===== config.mk =====
export PLATFORM = sky130hd
export DESIGN_NAME = kwdog_top
export DESIGN_NICKNAME = d
export VERILOG_FILES = /design/src/rtl/kwdog_pkg.sv /design/src/rtl/kwdog_keycheck.sv /design/src/rtl/kwdog_prescaler.sv /design/src/rtl/kwdog_counter.sv /design/src/rtl/kwdog_top.sv
export SDC_FILE = /design/constraint.sdc
export NUM_CORES = 1
export LEC_CHECK = 0
export BUFFER_PORTS_ARGS = -buffer_cell sky130_fd_sc_hd__buf_2
export CORE_MARGIN = 4
export CORE_UTILIZATION = 60
export DETAILED_ROUTE_END_ITERATION = 16
export PLACE_DENSITY = 0.91
export SLEW_MARGIN = 20
export SYNTH_ARGS = -nofsm -noshare
export SYNTH_HDL_FRONTEND = slang
export SYNTH_HIERARCHICAL = 1
export SYNTH_SLANG_ARGS = --single-unit

===== constraint.sdc =====
create_clock -name clk -period 4.5 [get_ports clk]
set_input_delay 0 -clock clk [delete_from_list [all_inputs] [get_ports clk]]
set_output_delay 0 -clock clk [all_outputs]
set_load 0.005 [all_outputs]

===== src/rtl/kwdog_pkg.sv =====
// Package: shared command encoding for the key-protected watchdog.
// Assumes a single command bit in the control word.
package kwdog_pkg;
    typedef enum logic {
        WD_CMD_HALT = 1'b0,
        WD_CMD_ARM  = 1'b1
    } wd_cmd_e;
endpackage


===== src/rtl/kwdog_keycheck.sv =====
// Module: key gate. Holds the last accepted key and accepts a write only when
// the presented key is its bitwise inverse. Assumes writes are single-cycle
// strobes and that a bitten watchdog accepts nothing until reset.
module kwdog_keycheck #(
    parameter int KEY_W = 7
) (
    input  logic             clk,
    input  logic             rst_n,
    input  logic             wr_en,
    input  logic [KEY_W-1:0] wr_key,
    input  logic             bitten,
    output logic             accept
);
    logic [KEY_W-1:0] key_q;

    // Acceptance: strobe present, not bitten, key is inverse of stored key.
    assign accept = wr_en && !bitten && (wr_key == ~key_q);

    // Key register: reset to zero, replaced only by an accepted key.
    always_ff @(posedge clk) begin
        if (!rst_n)      key_q <= '0;
        else if (accept) key_q <= wr_key;
    end

    assert_key_flips_R2: assert property (@(posedge clk) disable iff (!rst_n)
        accept |=> (key_q == ~$past(key_q)));
    assert_key_kept_R3: assert property (@(posedge clk) disable iff (!rst_n)
        !accept |=> $stable(key_q));
endmodule


===== src/rtl/kwdog_prescaler.sv =====
// Module: tick divider. Emits a one-cycle tick every 2^PRESCALE_W cycles while
// running. Assumes a restart clears the phase so the first tick follows
// exactly 2^PRESCALE_W edges after the restart edge.
module kwdog_prescaler #(
    parameter int PRESCALE_W = 17
) (
    input  logic clk,
    input  logic rst_n,
    input  logic run,
    input  logic restart,
    output logic tick
);
    localparam logic [PRESCALE_W-1:0] PHASE_TOP = '1;

    logic [PRESCALE_W-1:0] phase_q;

    // Tick on the last phase of each period, only while running.
    assign tick = run && (phase_q == PHASE_TOP);

    // Phase counter: cleared by reset and restart, advances while running.
    always_ff @(posedge clk) begin
        if (!rst_n)       phase_q <= '0;
        else if (restart) phase_q <= '0;
        else if (run)     phase_q <= phase_q + 1'b1;
    end

    assert_tick_single_R4: assert property (@(posedge clk) disable iff (!rst_n)
        tick |=> !tick);
endmodule


===== src/rtl/kwdog_counter.sv =====
// Module: countdown core. Loads a start value, decrements on each tick,
// pulses the early-warning interrupt on the step 2 -> 1 and latches the bite
// when the count is exhausted. Assumes load and halt are already key-checked
// and never both high.
module kwdog_counter #(
    parameter int CNT_W = 8
) (
    input  logic             clk,
    input  logic             rst_n,
    input  logic             load,
    input  logic [CNT_W-1:0] load_val,
    input  logic             halt,
    input  logic             tick,
    output logic             running,
    output logic             nmi_pulse,
    output logic             bitten
);
    localparam logic [CNT_W-1:0] CNT_ONE = CNT_W'(1);
    localparam logic [CNT_W-1:0] CNT_TWO = CNT_W'(2);

    logic [CNT_W-1:0] count_q;
    logic             run_q;
    logic             nmi_q;
    logic             bite_q;

    assign running   = run_q;
    assign nmi_pulse = nmi_q;
    assign bitten    = bite_q;

    // Count and run state: load beats halt beats tick.
    always_ff @(posedge clk) begin
        if (!rst_n) begin
            count_q <= '0;
            run_q   <= 1'b0;
        end else if (load) begin
            count_q <= load_val;
            run_q   <= 1'b1;
        end else if (halt) begin
            run_q   <= 1'b0;
        end else if (tick) begin
            if (count_q <= CNT_ONE) begin
                count_q <= '0;
                run_q   <= 1'b0;
            end else begin
                count_q <= count_q - 1'b1;
            end
        end
    end

    // Early-warning pulse: one cycle after a tick moves the count from 2 to 1.
    always_ff @(posedge clk) begin
        if (!rst_n) nmi_q <= 1'b0;
        else        nmi_q <= tick && !load && !halt && (count_q == CNT_TWO);
    end

    // Bite latch: set when a tick finds the count exhausted, held until reset.
    always_ff @(posedge clk) begin
        if (!rst_n)                                          bite_q <= 1'b0;
        else if (tick && !load && !halt && count_q <= CNT_ONE) bite_q <= 1'b1;
    end

    assert_nmi_one_cycle_R5: assert property (@(posedge clk) disable iff (!rst_n)
        nmi_q |=> !nmi_q);
    assert_nmi_at_one_R5: assert property (@(posedge clk) disable iff (!rst_n)
        nmi_q |-> (count_q == CNT_ONE) && run_q);
    assert_bite_sticky_R6: assert property (@(posedge clk) disable iff (!rst_n)
        bite_q |=> bite_q);
    assert_bite_at_zero_R6: assert property (@(posedge clk) disable iff (!rst_n)
        $rose(bite_q) |-> (count_q == '0) && !run_q);
    assert_kick_reload_R7: assert property (@(posedge clk) disable iff (!rst_n)
        load |=> (count_q == $past(load_val)) && run_q);
    assert_frozen_when_stopped_R8: assert property (@(posedge clk) disable iff (!rst_n)
        (!run_q && !load) |=> $stable(count_q));
endmodule


===== src/rtl/kwdog_top.sv =====
// Module: key-protected watchdog top. Decodes the control word through the key
// gate, drives the prescaler and the countdown core, and exposes the
// interrupt pulse and sticky reset request. Assumes one write per strobe.
module kwdog_top #(
    parameter int CNT_W      = 8,
    parameter int KEY_W      = 7,
    parameter int PRESCALE_W = 17
) (
    input  logic             clk,
    input  logic             rst_n,
    input  logic             ctl_wr,
    input  logic [CNT_W-1:0] ctl_count,
    input  logic             ctl_cmd,
    input  logic [KEY_W-1:0] ctl_key,
    output logic             nmi_req,
    output logic             chip_rst
);
    import kwdog_pkg::*;

    logic accept;
    logic arm;
    logic halt;
    logic tick;
    logic running;
    logic bitten;

    // Command decode of an accepted write.
    assign arm  = accept && (wd_cmd_e'(ctl_cmd) == WD_CMD_ARM);
    assign halt = accept && (wd_cmd_e'(ctl_cmd) == WD_CMD_HALT);

    kwdog_keycheck #(.KEY_W(KEY_W)) u_key (
        .clk    (clk),
        .rst_n  (rst_n),
        .wr_en  (ctl_wr),
        .wr_key (ctl_key),
        .bitten (bitten),
        .accept (accept)
    );

    kwdog_prescaler #(.PRESCALE_W(PRESCALE_W)) u_presc (
        .clk     (clk),
        .rst_n   (rst_n),
        .run     (running),
        .restart (arm),
        .tick    (tick)
    );

    kwdog_counter #(.CNT_W(CNT_W)) u_cnt (
        .clk       (clk),
        .rst_n     (rst_n),
        .load      (arm),
        .load_val  (ctl_count),
        .halt      (halt),
        .tick      (tick),
        .running   (running),
        .nmi_pulse (nmi_req),
        .bitten    (bitten)
    );

    assign chip_rst = bitten;

    assert_no_accept_after_bite_R10: assert property (@(posedge clk) disable iff (!rst_n)
        chip_rst |-> !accept);
    assert_reset_quiet_R1: assert property (@(posedge clk)
        $past(!rst_n) |-> !nmi_req && !chip_rst);
endmodule


==> metrics.yaml, run 1 <==
ys_warn_count: 6
skew_ns: 0.0156
die_height_microns: 64.4
worst_slew_pin_slew_ns: 0.688
ys_ff_latch: 35
met2_length_mm: 2.08
num_io_pins: 21
leakagePower_nw: 0.896
hold_path.class: "primary input to register"
post_cts_buffers: 0
syn2layout_area_growth_pct: 18.3
final_cells: 290
io_buffers: 20
syn_avg_cell_area_sq_um: 8.97
drt-pass1-iter-count: 6
drv_cap: 0
p_int_w: 0.000501
synth.top_cell.area_share: 0.367
root_buffer: "clkbuf_4"
max_stage_delay_ns: 0.43
r2r_slack_ns: 1.91
worstHoldEndpoint: "u_cnt/count_q[0]"
grt_max_degree: 25
cellPowerDensity_nw_per_um2: 278
path_cells: "nand4_2 -> nor4_1 -> ha_1 -> and2_1 -> nor3b_2 -> o41ai_4 -> or2_1 -> o32ai_1"
dr_wl_met3_microns: 297
vias_per_cell: 5.95
start_util: 0.626
p_clk_frac: 0.450
layout.nets: 269
critical_path_class: "register to register"
synthTopCellsByArea: "dfxtp_1 (37%), nand2_1 (6.5%), mux2i_1 (6.3%)"
cts_made_buffers: 5
gp_congestion: 0.791
swShare: 0.203
cp_slowest_cell: "dfxtp_1"
crit_required_ns: 4.75
slew_viol_final: 0
top_layer: "met4"
fill_cells: 211
rsz0062_at_grt: "no"
reg2reg_depth: 8
ctsLongestPathBuffers: 2
max_freq_ghz: 0.386
power_switching_w: 0.000127
slew_headroom: 0.537
dp.cells: 268
fin_crit_ns: 2.59
syn_nets: 237
stdcell_area_sq_um: 2260
grt_pass1_vias: 1713
hpwl_mm: 2.54
end_kind: "register"
wirelength_mm: 4.33
grt_overflow: 0
wire_per_inst_microns: 14.9
seq_power_share: 0.494
dieArea_sq_um: 4150
syn-instance-count: 213
dpl-instance-area_sq_um: 2010
n_antenna_cell: 0
hold_violations: 0
cp_max_fo: 16
vdd_ir_drop_max_mv: 0.274
htree_levels: 2
whs_path_depth: 4
synth.distinct_cells: 43
antenna_found_initial: 0
drive_gt1_frac: 0.167
outcome: "complete, no violations"
finalSetupTns_ns: 0
remaining_drc_errors: 0
core-area_sq_um: 3050
r2r_end: "u_cnt/count_q[6]"
vias: 1725
insertion_delay_ns: 0.34
wl_met1_mm: 1.81
arrival_ns: 2.83
yosysSeqAreaShare: 0.367
cts.reportedPaths.clkPinSlew_ns: 0.11
cts_tree: "yes"
r2r-start: "u_presc/phase_q[3]"
grt_pass1_wl_mm: 7.65
synth_area_sq_um: 1910
drtIter0Drc: 107
finalSetupViolCount: 0
fp.dieW_microns: 64.4
synthDominantAreaCellType: "dfxtp_1"
cts.sinks: 35
final_antenna_net_count: 0
worstSetupStartpointType: "register"
rows: 20
hold_start: "ctl_count[0]"
p_comb_frac: 0.057
grt_usage: 0.232
finalCritPeriodShare: 0.575
-- layout make-up --
| class | count | area [sq um] | area share |
|---|---|---|---|
| sequential | 35 | 701 | 0.310 |
| inverter | 6 | 22.5 | 0.00997 |
| timing repair buffer | 34 | 240 | 0.106 |
| clock buffer | 5 | 37.5 | 0.0166 |
| clock inverter | 3 | 67.6 | 0.0299 |
| tap | 44 | 55.1 | 0.0244 |
| multi-input combinational | 163 | 1140 | 0.503 |
-- Yosys cell counts (all sizes together) --
library cell	instances
mux2i	12
a31oi	1
nand4	8
a21oi	11
ha	5
and2	7
xnor2	10
nor4	9
nand2	33
a311oi	2
inv	6
nand3	4
o21ai	4
o32ai	2
and3	1
or2	1
xor2	6
nand2b	5
or4	4
o41ai	1
nor3b	3
dfxtp	35
nor2b	4
o31a	1
or3	5
and2b	1
nand4b	1
o31ai	3
nor2	9
buf	5
o221ai	4
o211ai	1
o21a	2
clkbuf	4
nor3	3
-- power by group through the flow --
stage / clock (W) / sequential (W) / combinational (W)
after floorplan: 0 / 0.000317 / 0.0000125
after global placement: 0 / 0.000317 / 0.0000240
after detailed placement: 0 / 0.000317 / 0.0000245
after CTS: 0.000286 / 0.000310 / 0.0000338
after global routing: 0.000298 / 0.000311 / 0.0000396
final: 0.000283 / 0.000310 / 0.0000356
-- kinds of logic after synthesis --
group / Yosys count / synth area share
buffers and inverters: 15 / 0.0386
AO/OA/AOI/OAI: 32 / 0.122
AND/OR/NAND/NOR: 98 / 0.304
XOR/XNOR: 16 / 0.0733
multiplexers: 12 / 0.0629
adder cells (fa/ha/maj): 5 / 0.0327
flip-flops: 35 / 0.367
-- routing by layer --
layer / GRT usage / up-vias
met1: 0.290 / 812
met3: 0.0589 / 16
li1: - / 830
met2: 0.379 / 67
met5: 0 / -
met4: 0.100 / 0
-- cells in the final DEF (no fill, tap or decap), types with 6 or more instances in the layout --
cell type      instances
nor2_1                 9
mux2i_1               12
dfxtp_1               35
xnor2_1               10
dlygate4sd3_1         14
xor2_1                 6
inv_1                  6
and2_1                 6
nand2_1               33
buf_2                 20
a21oi_1               11
-- flip-flops by register name (all words and copies together) (netlist names) --
signal	cells
u_presc/phase_q	17
u_cnt/running	1
u_cnt/bitten	1
u_cnt/nmi_pulse	1
u_key/key_q	7
u_cnt/count_q	8
-- worst max path at each step --
stage | start | to
2_1_floorplan | u_presc/phase_q[3] | u_cnt/count_q[6]
3_3_place_gp | u_presc/phase_q[3] | u_cnt/count_q[7]
3_5_place_dp | u_presc/phase_q[3] | u_cnt/count_q[6]
4_1_cts | u_presc/phase_q[3] | u_cnt/count_q[6]
5_1_grt | u_presc/phase_q[3] | u_cnt/count_q[7]
6_report | u_presc/phase_q[3] | u_cnt/count_q[6]
-- stage by stage --
stage | util | hold slack (ns) | setup WS [ns] | total power [W]
3_3_place_gp | 0.660 | 0.265 | 2.10 | 0.000341
3_5_place_dp | 0.660 | 0.274 | 1.98 | 0.000342
4_1_cts | 0.740 | 0.00634 | 1.96 | 0.000631
6_report | 0.740 | 0.0574 | 1.91 | 0.000629
2_1_floorplan | - | 0.118 | 2.29 | 0.000330
5_1_grt | 0.740 | 0.0933 | 1.71 | 0.000648
-- critical path, delay by kind of cell (launching register included) --
kind | cells | cell delay (ns)
and+or+nand+nor | 5 | 1.56
DFF | 1 | 0.43
adders and majority gates | 1 | 0.18
AOI/OAI and AO/OA | 2 | 0.32
-- repair_timing --
action,CTS,global route
hold endpoints to repair,14,0
hold buffers,14,0
resized for setup,0,0
No activity file was read; power rests on OpenSTA's default activity.
==> inputs of run 2 (changes only) <==
--- a/config.mk
+++ b/config.mk
@@ -7,9 +7,9 @@
 export LEC_CHECK = 0
 export BUFFER_PORTS_ARGS = -buffer_cell sky130_fd_sc_hd__buf_2
 export CORE_MARGIN = 4
-export CORE_UTILIZATION = 60
+export CORE_UTILIZATION = 52
 export DETAILED_ROUTE_END_ITERATION = 16
-export PLACE_DENSITY = 0.91
+export PLACE_DENSITY = 0.85
 export SLEW_MARGIN = 20
 export SYNTH_ARGS = -nofsm -noshare
 export SYNTH_HDL_FRONTEND = slang
==> constraint.sdc (replaced) <==
create_clock -name clk -period 2.15 [get_ports clk]
set_input_delay 0 -clock clk [delete_from_list [all_inputs] [get_ports clk]]
set_output_delay 0 -clock clk [all_outputs]
set_load 0.005 [all_outputs]
==> run 2 against run 1 <==
The flow now finishes with violations (negative setup slack). Worst hold slack got worse by 0.037 ns. Setup slack worse by 1.9 ns. Fmax grew 20%. Power is 87% higher. Via count down 5.3%. Count of clock-buffer cells in the layout increased by 2. Final area up 4.5%. Die area is 13% higher. Global-route usage fell by 5.4 points. Register-to-register slack worse by 1.9 ns.
==> metrics.yaml, run 2 (synthesized netlist as in run 1, its figures left out) <==
fp.dieW_microns: 68.6
path_cells: "ha_4 -> nand3_4 -> nor4_4 -> ha_2 -> and2_4 -> nor3b_4 -> o41ai_4 -> or2_1 -> o32ai_2"
fin_ws_ns: -0.00189
r2r_end: "u_cnt/count_q[6]"
cp_max_fo: 6
rsz0062_at_grt: "yes"
hold_violations: 0
stdcell_area_sq_um: 2360
insertion_delay_ns: 0.29
cts_made_buffers: 5
drive_gt1_frac: 0.247
vias_per_cell: 5.43
hold_path.class: "primary input to register"
critical_path_class: "register to register"
layout.nets: 278
vias: 1634
ctsLongestPathBuffers: 2
vdd_ir_drop_max_mv: 0.378
drtIter0Drc: 93
root_buffer: "clkbuf_8"
r2r_slack_ns: -0.002
violations: "negative setup slack"
grt_pass1_vias: 1485
whs_path_depth: 4
reg_top3: "u_presc/phase_q (17), u_cnt/count_q (8), u_key/key_q (7)"
cp_slowest_cell: "dfxtp_4"
fin_crit_ns: 2.15
layout_common_cells: "nand2_1 (33), dfxtp_1 (33), buf_2 (20)"
worst_slew_pin_slew_ns: 0.664
largest_reg_flops: 17
syn2layout_area_growth_pct: 23.6
end_kind: "register"
finalCritPeriodShare: 1.00
n_antenna_cell: 0
drv_cap: 0
grt_max_degree: 25
skew_ns: 0.0112
finalSetupTns_ns: -0.00189
hold_ws_ns: 0.0199
wire_per_inst_microns: 12.9
hpwl_mm: 2.59
wirelength_mm: 3.87
leakagePower_nw: 0.957
worstSetupStartpointType: "register"
cts_tree: "yes"
grt_usage: 0.178
die_height_microns: 68.6
num_io_pins: 21
finalSetupViolCount: 1
cellPowerDensity_nw_per_um2: 497
cts.sinks: 35
cts.reportedPaths.clkPinSlew_ns: 0.08
slew_viol_final: 0
grt_overflow: 0
finalPower_w: 0.00117
htree_levels: 2
worstHoldEndpoint: "u_cnt/count_q[3]"
crit_required_ns: 2.35
rows: 21
io_buffers: 20
gp_congestion: 0.902
dieArea_sq_um: 4710
dpl-instance-area_sq_um: 2110
core-area_sq_um: 3440
remaining_drc_errors: 0
slew_headroom: 0.553
final_core_util: 0.686
max_stage_delay_ns: 0.37
max_freq_ghz: 0.465
start_util: 0.555
outcome: "finished, violations left"
reg2reg_depth: 9
r2r-start: "u_presc/phase_q[1]"
antenna_found_initial: 0
arrival_ns: 2.36
regMostFlops: "u_presc/phase_q"
grt_pass1_wl_mm: 6.34
hold_start: "ctl_count[3]"
drt-pass1-iter-count: 4
final_antenna_net_count: 0
-- run 2: changes by cell type in the layout (fill, tap and decap cells not counted), moves of 2 or more --
cell and change:
ha_1 -2, clkbuf_1 +2, dlygate4sd3_1 -6, bufinv_16 -2, clkbuf_8 +5, o32ai_1 -2, buf_4 +15, dfxtp_1 -2
o32ai_2 +2, clkbuf_4 -5
-- run 2: cell type report --
class | count | area [sq um]
multi-input combinational | 163 | 1200
fill | 265 | 1080
sequential | 35 | 706
timing repair buffer | 43 | 293
clock buffer | 7 | 76.3
tap | 46 | 57.6
inverter | 6 | 22.5
clock inverter | 1 | 5.00
-- run 2: worst max path at each step --
stage,start,to,cells after the start,slack [ns]
3_5_place_dp,u_presc/phase_q[0],u_cnt/count_q[7],9,0.03
2_1_floorplan,u_presc/phase_q[3],u_cnt/count_q[6],9,0.001
4_1_cts,u_presc/phase_q[0],u_cnt/count_q[7],9,0.02
5_1_grt,u_presc/phase_q[1],u_cnt/count_q[6],9,-0.12
3_3_place_gp,u_presc/phase_q[0],u_cnt/count_q[7],9,0.1
6_report,u_presc/phase_q[1],u_cnt/count_q[6],9,-0.002
-- run 2: layer usage --
layer,vias to the layer above,global-route usage,share of wire
met3,5,0.0551,0.034
met4,0,0.0893,0.018
met2,20,0.269,0.47
met1,761,0.227,0.48
li1,848,-,-
met5,-,0,0
-- run 2: report_power, final --
part           switching (W)  leakage (nW)  total (W)  internal, W
sequential       0.000000687         0.283   0.000648     0.000647
combinational      0.0000315         0.631  0.0000649    0.0000334
clock               0.000233        0.0422   0.000460     0.000227
total               0.000265         0.957    0.00117     0.000908
-- run 2: what timing repair did --
item,4_1_cts,5_1_grt
hold buffers,8,0
setup buffers,0,3
resized for setup,0,13
setup endpoints to repair,0,7
endpoints found under the hold margin,8,0
-- run 2: worst max-delay path: cells and delay by family (launching register included) --
family | cells | cell delay [ns]
compound gates | 2 | 0.28
simple gates | 5 | 1.05
flops | 1 | 0.37
fa+ha+maj | 2 | 0.36
-- run 2: per-stage QoR --
stage | worst slack (ns) | std cells
floorplan | 0.00122 | 213
global placement | 0.0977 | 282
detailed placement | 0.0348 | 282
CTS | 0.0161 | 298
global route | -0.122 | 301
finish | -0.00189 | 301
==> inputs of run 3 (changes only) <==
--- a/config.mk
+++ b/config.mk
@@ -6,7 +6,6 @@
 export NUM_CORES = 1
 export LEC_CHECK = 0
 export BUFFER_PORTS_ARGS = -buffer_cell sky130_fd_sc_hd__buf_2
-export CORE_MARGIN = 4
 export CORE_UTILIZATION = 52
 export DETAILED_ROUTE_END_ITERATION = 16
 export PLACE_DENSITY = 0.85
==> run 3 against run 2 <==
The flow now finishes without violations. Power fell by 2.7%. Critical path depth fell by 1. Die area fell by 17%. Critical endpoint unchanged. Largest cell class unchanged.
==> metrics.yaml, run 3 (synthesized netlist as in run 1, its figures left out) <==
outcome: "complete, no violations"
seq_area_sq_um: 711
ctsLongestPathBuffers: 2
drt-pass1-iter-count: 6
reg_top3: "u_presc/phase_q (17), u_cnt/count_q (8), u_key/key_q (7)"
vdd_ir_drop_max_mv: 0.375
grt_usage: 0.242
worstHoldEndpoint: "u_cnt/running"
drv_cap: 0
htree_levels: 2
remaining_drc_errors: 0
slew_viol_final: 0
final_antenna_net_count: 0
end_kind: "register"
r2r-start: "u_presc/phase_q[10]"
drtIter0Drc: 87
root_buffer: "clkbuf_4"
hold_violations: 0
cts.sinks: 35
max_freq_ghz: 0.481
layout.nets: 285
hold_start: "rst_n"
grt_pass1_vias: 1680
crit_required_ns: 2.40
vias_per_cell: 5.57
cp_max_fo: 6
antenna_found_initial: 0
multi_input_area_sq_um: 1150
critical_path_class: "register to register"
arrival_ns: 2.33
dieArea_sq_um: 3920
grt_overflow: 0
fin_crit_ns: 2.08
pre_cts_ws_ns: 0.0144
r2r_end: "u_cnt/count_q[6]"
die_height_microns: 62.6
n_antenna_cell: 0
insertion_delay_ns: 0.34
finalSetupViolCount: 0
dp.cells: 283
hold_path.class: "primary input to register"
largest_reg_flops: 17
num_io_pins: 21
mostFrequentLayoutCell: "nand2_1"
hpwl_mm: 2.84
drive_gt1_frac: 0.252
rows: 21
whs_path_depth: 2
start_util: 0.559
cts_made_buffers: 5
io_buffers: 20
layout_common_cells: "nand2_1 (33), dfxtp_1 (27), buf_2 (20)"
finalCritPeriodShare: 0.966
core-area_sq_um: 3420
wire_per_inst_microns: 14.1
reg2reg_depth: 8
final_cells: 308
worst_slew_pin_slew_ns: 0.719
fill_cells: 264
vias: 1717
grt_max_degree: 25
cts.reportedPaths.clkPinSlew_ns: 0.11
fin_ws_ns: 0.0730
slew_headroom: 0.516
r2r_slack_ns: 0.07
leakagePower_nw: 0.966
cts_tree: "yes"
syn2layout_area_growth_pct: 24.4
cellPowerDensity_nw_per_um2: 481
grt_pass1_wl_mm: 7.46
wirelength_mm: 4.36
skew_ns: 0.00649
fp.dieW_microns: 62.6
regMostFlops: "u_presc/phase_q"
worstSetupStartpointType: "register"
gp_congestion: 0.856
run 3: worst max-delay path by stage:
stage	startpoint	to	slack [ns]	cells past startpoint
floorplan	u_presc/phase_q[3]	u_cnt/count_q[6]	0.001	9
global placement	u_presc/phase_q[8]	u_cnt/count_q[7]	0.12	8
detailed placement	u_presc/phase_q[0]	u_cnt/count_q[6]	0.01	9
CTS	u_presc/phase_q[0]	u_cnt/count_q[6]	0.03	9
global route	u_presc/phase_q[10]	u_cnt/count_q[6]	-0.003	8
finish	u_presc/phase_q[10]	u_cnt/count_q[6]	0.07	8
run 3: layout make-up:
type / count / area share
clock buffer: 8 / 0.0290
inverter: 6 / 0.00948
multi-input combinational: 163 / 0.486
sequential: 35 / 0.299
tap: 46 / 0.0242
timing repair buffer: 50 / 0.153
run 3: power breakdown:
| part | internal (W) | total [W] | switching [W] |
|---|---|---|---|
| Clock | 0.000192 | 0.000417 | 0.000224 |
| Combinational | 0.0000415 | 0.0000760 | 0.0000345 |
| Sequential | 0.000648 | 0.000649 | 0.000000710 |
| Total | 0.000882 | 0.00114 | 0.000259 |
run 3: worst max-delay path, cell delays in order, from the launching register on:
cell	delay, ns
dfxtp_1	0.39
nand4_2	0.14
nor4_2	0.28
ha_1	0.20
and2_4	0.17
nor3b_4	0.27
o41ai_4	0.17
or2_1	0.25
o32ai_1	0.12
run 3: metal layers:
layer  wire length (microns)  global-route usage  vias up  share of wire
li1                        -                   -      861              -
met1                    1980               0.290      797           0.45
met2                    2130               0.417       53           0.49
met3                     181              0.0547        6          0.042
met4                      65              0.0959        0          0.015
met5                       0                   0        -              0
run 3: what timing repair did:
action                                  CTS  global route
gates resized for setup                   0            11
endpoints found under the setup margin    2             8
buffers inserted                          1             1
cloned                                    0             0
endpoints found under the hold margin    15             0
hold buffers                             15             0
run 3: stage by stage:
stage	hold WS (ns)	power, W	setup TNS (ns)	utilization	instance area [sq um]
after floorplan	0.118	0.000690	0	-	1920
after global placement	0.266	0.000716	0	0.621	2120
after detailed placement	0.275	0.000718	0	0.621	2120
after CTS	0.0519	0.00115	0	0.687	2350
after global routing	0.0753	0.00119	-0.00315	0.696	2380
final	0.0643	0.00114	0	0.696	2380
